File: config.mk
export PLATFORM = sky130hd
export DESIGN_NAME = mem_change_tracker
export DESIGN_NICKNAME = d
export VERILOG_FILES = /design/src/rtl/mct_pkg.sv /design/src/rtl/mct_locator.sv /design/src/rtl/mct_flag_store.sv /design/src/rtl/mem_change_tracker.sv
export SDC_FILE = /design/constraint.sdc
export NUM_CORES = 1
export LEC_CHECK = 0
export ABC_AREA = 1
export BUFFER_PORTS_ARGS = -buffer_cell sky130_fd_sc_hd__buf_2
export CAP_MARGIN = 0
export CORE_MARGIN = 8
export CORE_UTILIZATION = 60
export DETAILED_ROUTE_END_ITERATION = 12
export PLACE_DENSITY = 0.78
export SYNTH_ARGS = -nofsm -noshare
export SYNTH_HDL_FRONTEND = slang
export SYNTH_SLANG_ARGS = --single-unit
File: constraint.sdc
create_clock -name clk -period 5.5 [get_ports clk]
set_input_delay 0.825 -clock clk [delete_from_list [all_inputs] [get_ports clk]]
set_output_delay 0.825 -clock clk [all_outputs]
set_load 0.1 [all_outputs]
File: src/rtl/mct_pkg.sv
package mct_pkg;
  // Tracked store geometry
  localparam int PAT_AW     = 16;  // pattern memory address width
  localparam int PAT_SHIFT  = 8;   // log2 of pattern tracking page size
  localparam int COL_AW     = 7;   // colour memory address width
  localparam int COL_PORT_W = 8;   // colour address width at the port
  localparam int REG_IW     = 5;   // register index width

  // Flag array layout, derived
  localparam int PAT_BYTES = (2 ** (PAT_AW - PAT_SHIFT)) / 8;
  localparam int COL_BYTES = (2 ** COL_AW) / 8;
  localparam int REG_BYTES = (2 ** REG_IW) / 8;
  localparam int PAT_BASE  = 0;
  localparam int COL_BASE  = PAT_BASE + PAT_BYTES;
  localparam int REG_BASE  = COL_BASE + COL_BYTES;
  localparam int SUM_IDX   = REG_BASE + REG_BYTES;
  localparam int NUM_BYTES = SUM_IDX + 1;
  localparam int IDX_W     = $clog2(NUM_BYTES);

  // Summary byte bit assignment
  localparam int SUM_PAT_BIT = 0;
  localparam int SUM_COL_BIT = 1;
  localparam int SUM_REG_BIT = 3;

  // Sources feeding the flag store
  typedef enum int {
    SRC_PAT = 0,
    SRC_COL = 1,
    SRC_REG = 2,
    SRC_SUM = 3
  } src_e;
  localparam int NSRC = 4;

  typedef logic [7:0] flag_byte_t;
endpackage

File: src/rtl/mct_locator.sv
// Compares new against stored byte and maps the write location to a
// flag byte index and a single-bit mask.
module mct_locator #(
  parameter int AW    = 16,
  parameter int SHIFT = 8,
  parameter int BASE  = 0,
  parameter int IDX_W = 6
) (
  input  logic             we,
  input  logic [AW-1:0]    addr,
  input  logic [7:0]       wdata,
  input  logic [7:0]       rdata,
  output logic             hit,
  output logic [IDX_W-1:0] byte_idx,
  output logic [7:0]       bit_mask
);
  localparam int UW = AW - SHIFT;  // tracked unit number width

  logic [UW-1:0] unit;

  assign unit     = addr[AW-1:SHIFT];
  assign hit      = we && (wdata != rdata);
  assign byte_idx = IDX_W'(BASE) + IDX_W'(unit[UW-1:3]);
  assign bit_mask = 8'(1) << unit[2:0];
endmodule

File: src/rtl/mct_flag_store.sv
// Array of flag bytes: reset to all ones, OR-in sets, clear by index
// with set taking precedence, combinational read by index.
module mct_flag_store
  import mct_pkg::*;
#(
  parameter int N_BYTES = NUM_BYTES,
  parameter int IW      = IDX_W,
  parameter int NS      = NSRC
) (
  input  logic                clk,
  input  logic                rst_n,
  input  logic [NS-1:0]       src_hit,
  input  logic [NS-1:0][IW-1:0] src_idx,
  input  logic [NS-1:0][7:0]  src_mask,
  input  logic                clr_en,
  input  logic [IW-1:0]       clr_idx,
  input  logic [IW-1:0]       rd_idx,
  output logic [7:0]          rd_data
);
  logic [N_BYTES*8-1:0] flat;

  for (genvar i = 0; i < N_BYTES; i++) begin : g_byte
    logic [7:0] q;
    logic [7:0] set_bits;
    logic       clr_hit;

    always_comb begin
      set_bits = '0;
      for (int s = 0; s < NS; s++) begin
        if (src_hit[s] && (src_idx[s] == IW'(i))) begin
          set_bits = set_bits | src_mask[s];
        end
      end
    end

    assign clr_hit = clr_en && (clr_idx == IW'(i));

    always_ff @(posedge clk or negedge rst_n) begin
      if (!rst_n) begin
        q <= 8'hFF;
      end else if (clr_hit || (set_bits != 8'h00)) begin
        q <= (clr_hit ? 8'h00 : q) | set_bits;
      end
    end

    assign flat[i*8 +: 8] = q;
  end

  always_comb begin
    rd_data = 8'h00;
    for (int i = 0; i < N_BYTES; i++) begin
      if (rd_idx == IW'(i)) begin
        rd_data = flat[i*8 +: 8];
      end
    end
  end
endmodule

File: src/rtl/mem_change_tracker.sv
module mem_change_tracker
  import mct_pkg::*;
(
  input  logic                  clk,
  input  logic                  rst_n,
  input  logic                  pat_we,
  input  logic [PAT_AW-1:0]     pat_addr,
  input  logic [7:0]            pat_wdata,
  input  logic [7:0]            pat_rdata,
  input  logic                  col_we,
  input  logic [COL_PORT_W-1:0] col_addr,
  input  logic [7:0]            col_wdata,
  input  logic [7:0]            col_rdata,
  input  logic                  reg_we,
  input  logic [REG_IW-1:0]     reg_idx,
  input  logic [7:0]            reg_wdata,
  input  logic [7:0]            reg_rdata,
  input  logic                  clr_en,
  input  logic [IDX_W-1:0]      clr_idx,
  input  logic [IDX_W-1:0]      rd_idx,
  output logic [7:0]            rd_flags
);
  logic [NSRC-1:0]            hit;
  logic [NSRC-1:0][IDX_W-1:0] idx;
  logic [NSRC-1:0][7:0]       mask;

  mct_locator #(
    .AW(PAT_AW), .SHIFT(PAT_SHIFT), .BASE(PAT_BASE), .IDX_W(IDX_W)
  ) u_pat_loc (
    .we(pat_we), .addr(pat_addr), .wdata(pat_wdata), .rdata(pat_rdata),
    .hit(hit[SRC_PAT]), .byte_idx(idx[SRC_PAT]), .bit_mask(mask[SRC_PAT])
  );

  // Upper colour address bits beyond the memory size are dropped here
  mct_locator #(
    .AW(COL_AW), .SHIFT(0), .BASE(COL_BASE), .IDX_W(IDX_W)
  ) u_col_loc (
    .we(col_we), .addr(col_addr[COL_AW-1:0]), .wdata(col_wdata), .rdata(col_rdata),
    .hit(hit[SRC_COL]), .byte_idx(idx[SRC_COL]), .bit_mask(mask[SRC_COL])
  );

  mct_locator #(
    .AW(REG_IW), .SHIFT(0), .BASE(REG_BASE), .IDX_W(IDX_W)
  ) u_reg_loc (
    .we(reg_we), .addr(reg_idx), .wdata(reg_wdata), .rdata(reg_rdata),
    .hit(hit[SRC_REG]), .byte_idx(idx[SRC_REG]), .bit_mask(mask[SRC_REG])
  );

  // Summary byte: one bit per category that saw a real change this cycle
  always_comb begin
    mask[SRC_SUM]              = 8'h00;
    mask[SRC_SUM][SUM_PAT_BIT] = hit[SRC_PAT];
    mask[SRC_SUM][SUM_COL_BIT] = hit[SRC_COL];
    mask[SRC_SUM][SUM_REG_BIT] = hit[SRC_REG];
  end
  assign hit[SRC_SUM] = hit[SRC_PAT] | hit[SRC_COL] | hit[SRC_REG];
  assign idx[SRC_SUM] = IDX_W'(SUM_IDX);

  mct_flag_store #(
    .N_BYTES(NUM_BYTES), .IW(IDX_W), .NS(NSRC)
  ) u_store (
    .clk(clk), .rst_n(rst_n),
    .src_hit(hit), .src_idx(idx), .src_mask(mask),
    .clr_en(clr_en), .clr_idx(clr_idx),
    .rd_idx(rd_idx), .rd_data(rd_flags)
  );
endmodule

==> results.toml <==
[status]
outcome = "complete, no violations"

[sta]
finalHoldWorstSlack_ns = 0.458
period_share_pct = 99.3
hold_violations = 0
setup_viol = 0
max_freq_mhz = 183
max-slew-margin-rel_pct = 18.5
timing.final.ws_setup_ns = 0.0386
min_period_ns = 5.46
final.setup.tns_ns = 0
grt_setup_unrepaired = "true"
tightest_slew_ns = 1.22
skew_ns = 0
slew_viol_final = 0

[die]
ios = 103
coreArea_mm2 = 0.0334
dieArea_mm2 = 0.0400
dieHeight_um = 200
die_w_um = 200
rows = 67
start_util_pct = 60.7

[final_layout]
fin_nets = 2611
diodes = 0
drive_above_1_share_pct = 28.6
largest_register_ffs = 420
largest_registers = "u_store.g_byte.q (420)"
final_common_cell = "o21ai_0"
seq_area_mm2 = 0.0110
fillers = 2619
final_cell_mix = "664 x o21ai_0, 420 x dfstp_2, 418 x nand2_1"
regMostFlops = "u_store.g_byte.q"
multi_input_comb_area_mm2 = 0.00816
final_util_pct = 69.5
syn_to_final_growth_pct = 14.5

[pwr]
seqPwrFrac_pct = 50.0
switching_share_pct = 25.7
internal_power_mw = 5.86
clkPwrFrac_pct = 37.7
irDropWorstVdd_mv = 0.262
power_mw = 7.88
p_switching_mw = 2.02
cellLeakagePower_nw = 9.15
p_per_area_mw_per_mm2 = 339
combPwrFrac_pct = 12.3

[route]
top_layer_used = "met5"
vias = 18900
met2_length_um = 29700
wl_per_cell_um = 21.0
drt_iter0_drc = 2476
routed-wl-met3_um = 6000
firstDrtPassIters = 6
wirelength_um = 62700
final_antenna_net_count = 0
drc = 0
wl_met1_um = 24400
viasPerCell = 6.30

[place]
dpl_worst_slack_ns = -0.0419
dp_hpwl_um = 41600
place.gp.congestion = 0.940
portBuffers = 93

[yosys]
ys_seq_area_share_pct = 54.4
yosys_register_bits = 420
yosys.cell_types.count = 28
syn_nets = 2516
yosys_warnings = 0
synth_area_per_cell_um2 = 8.38
syn_area_mm2 = 0.0203
synthCells = 2421

[critical_path]
r2r-start = "u_store.g_byte[28].q[4]"
rr_endpoint = "u_store.g_byte[28].q[4]"
cp_max_fo = 5
end_kind = "output pin"
r2r_setup_slack_ns = 4.60
cpPeakStageDelay_ns = 0.21
slowest_stage = "buf_8"
reg2regPathDepth = 2
crit_top_cell = "nand4_1"
critPathLaunchType = "primary input"
criticalPathCategory = "primary input to output pin"
cp.arrival_ns = 4.64
crit_required_ns = 4.68

[clock_tree]
cts_buffer_depth = 3
clkTransAtPathRegs_ns = 0.06
insertion_delay_ns = 0.55
numCtsBuffers = 44
clkSinkCount = 420
cts_root_buf = "clkbuf_16"
htreeDepth = 2
cts_tree = "done"

[global_route]
grt_usage_pct = 31.0
grt_overflow_total = 0
antenna_found_initial = 1
grt_max_degree = 133
first_global_vias = 18300
grt_pass1_wl_um = 97600

[min_path]
min_path_type = "flop to flop"
whs_endpoint = "u_store.g_byte[52].q[6]"
holdCritStartpoint = "u_store.g_byte[52].q[6]"
min_path_cells = 1

[run]
cap_violations = 0
[power by group through the flow]
stage               Sequential [mW]  Clock, mW  Combinational [mW]
CTS                            3.93       2.99               0.938
global route                   3.98       3.11                1.08
global placement               3.95          0               0.891
detailed placement             3.97          0               0.931
floorplan                      3.92          0               0.611
finish                         3.94       2.97               0.968
[area by class of cell]
type | count | share of cell area (%)
sequential | 420 | 47.5
multi-input combinational | 1664 | 35.1
clock buffer | 66 | 5.74
timing repair buffer | 162 | 5.16
inverter | 224 | 3.65
tap | 448 | 2.41
clock inverter | 9 | 0.441
[kinds of logic after synthesis]
| family | count (synthesis) | share of synthesized area, % |
|---|---|---|
| flip-flops | 420 | 54.4 |
| AND/OR/NAND/NOR | 797 | 16.9 |
| buffers and inverters | 337 | 6.32 |
| AO/OA/AOI/OAI | 847 | 21.6 |
| XOR/XNOR | 20 | 0.863 |
[worst max-delay path: cells and delay by family]
kind | cells | cell delay [ns]
buffers and inverters | 3 | 0.39
and+or+nand+nor | 30 | 3.39
[cell usage after synthesis, drive strengths merged]
cell type,number,area share [%]
a2111oi,1,0.043
a21oi,75,1.8
buf,4,0.15
clkbuf,109,2.0
dfstp,420,54
inv,224,4.2
nand2,438,8.1
nand3,85,2.1
nand4,93,2.9
nor2,168,3.4
nor3,9,0.22
nor4,1,0.031
o21a,1,0.037
o21ai,665,16
o22ai,104,3.2
o41ai,1,0.043
or2,3,0.092
xnor2,13,0.56
xor2,7,0.30
[timing repair]
action,CTS,global route
resized for setup,2,81
buffers inserted,0,7
gates cloned,0,1
pin swaps,0,46
setup endpoints to repair,1,8
hold buffers,0,0
[through the flow]
step | instance area, µm² | std cells
3_3_place_gp | 21500 | 2912
4_1_cts | 23000 | 2987
3_5_place_dp | 21500 | 2912
2_1_floorplan | 20300 | 2421
5_1_grt | 23200 | 2993
6_report | 23200 | 2993
[how the worst max path moves through the flow]
| stage | startpoint | endpoint | slack, ns | cells after the start |
|---|---|---|---|---|
| floorplan | rd_idx[1] | rd_flags[7] | 0.81 | 30 |
| global placement | rd_idx[0] | rd_flags[7] | 0.03 | 34 |
| detailed placement | rd_idx[0] | rd_flags[7] | -0.04 | 34 |
| CTS | rd_idx[0] | rd_flags[7] | 0.001 | 34 |
| global route | rd_idx[0] | rd_flags[4] | -0.16 | 33 |
| finish | rd_idx[1] | rd_flags[7] | 0.04 | 33 |
[metal layers]
metal,up-vias,track usage (%)
li1,8449,-
met1,9215,40.3
met2,995,50.0
met3,189,6.44
met4,2,14.0
met5,-,0
No activity file was read; power rests on OpenSTA's default activity.
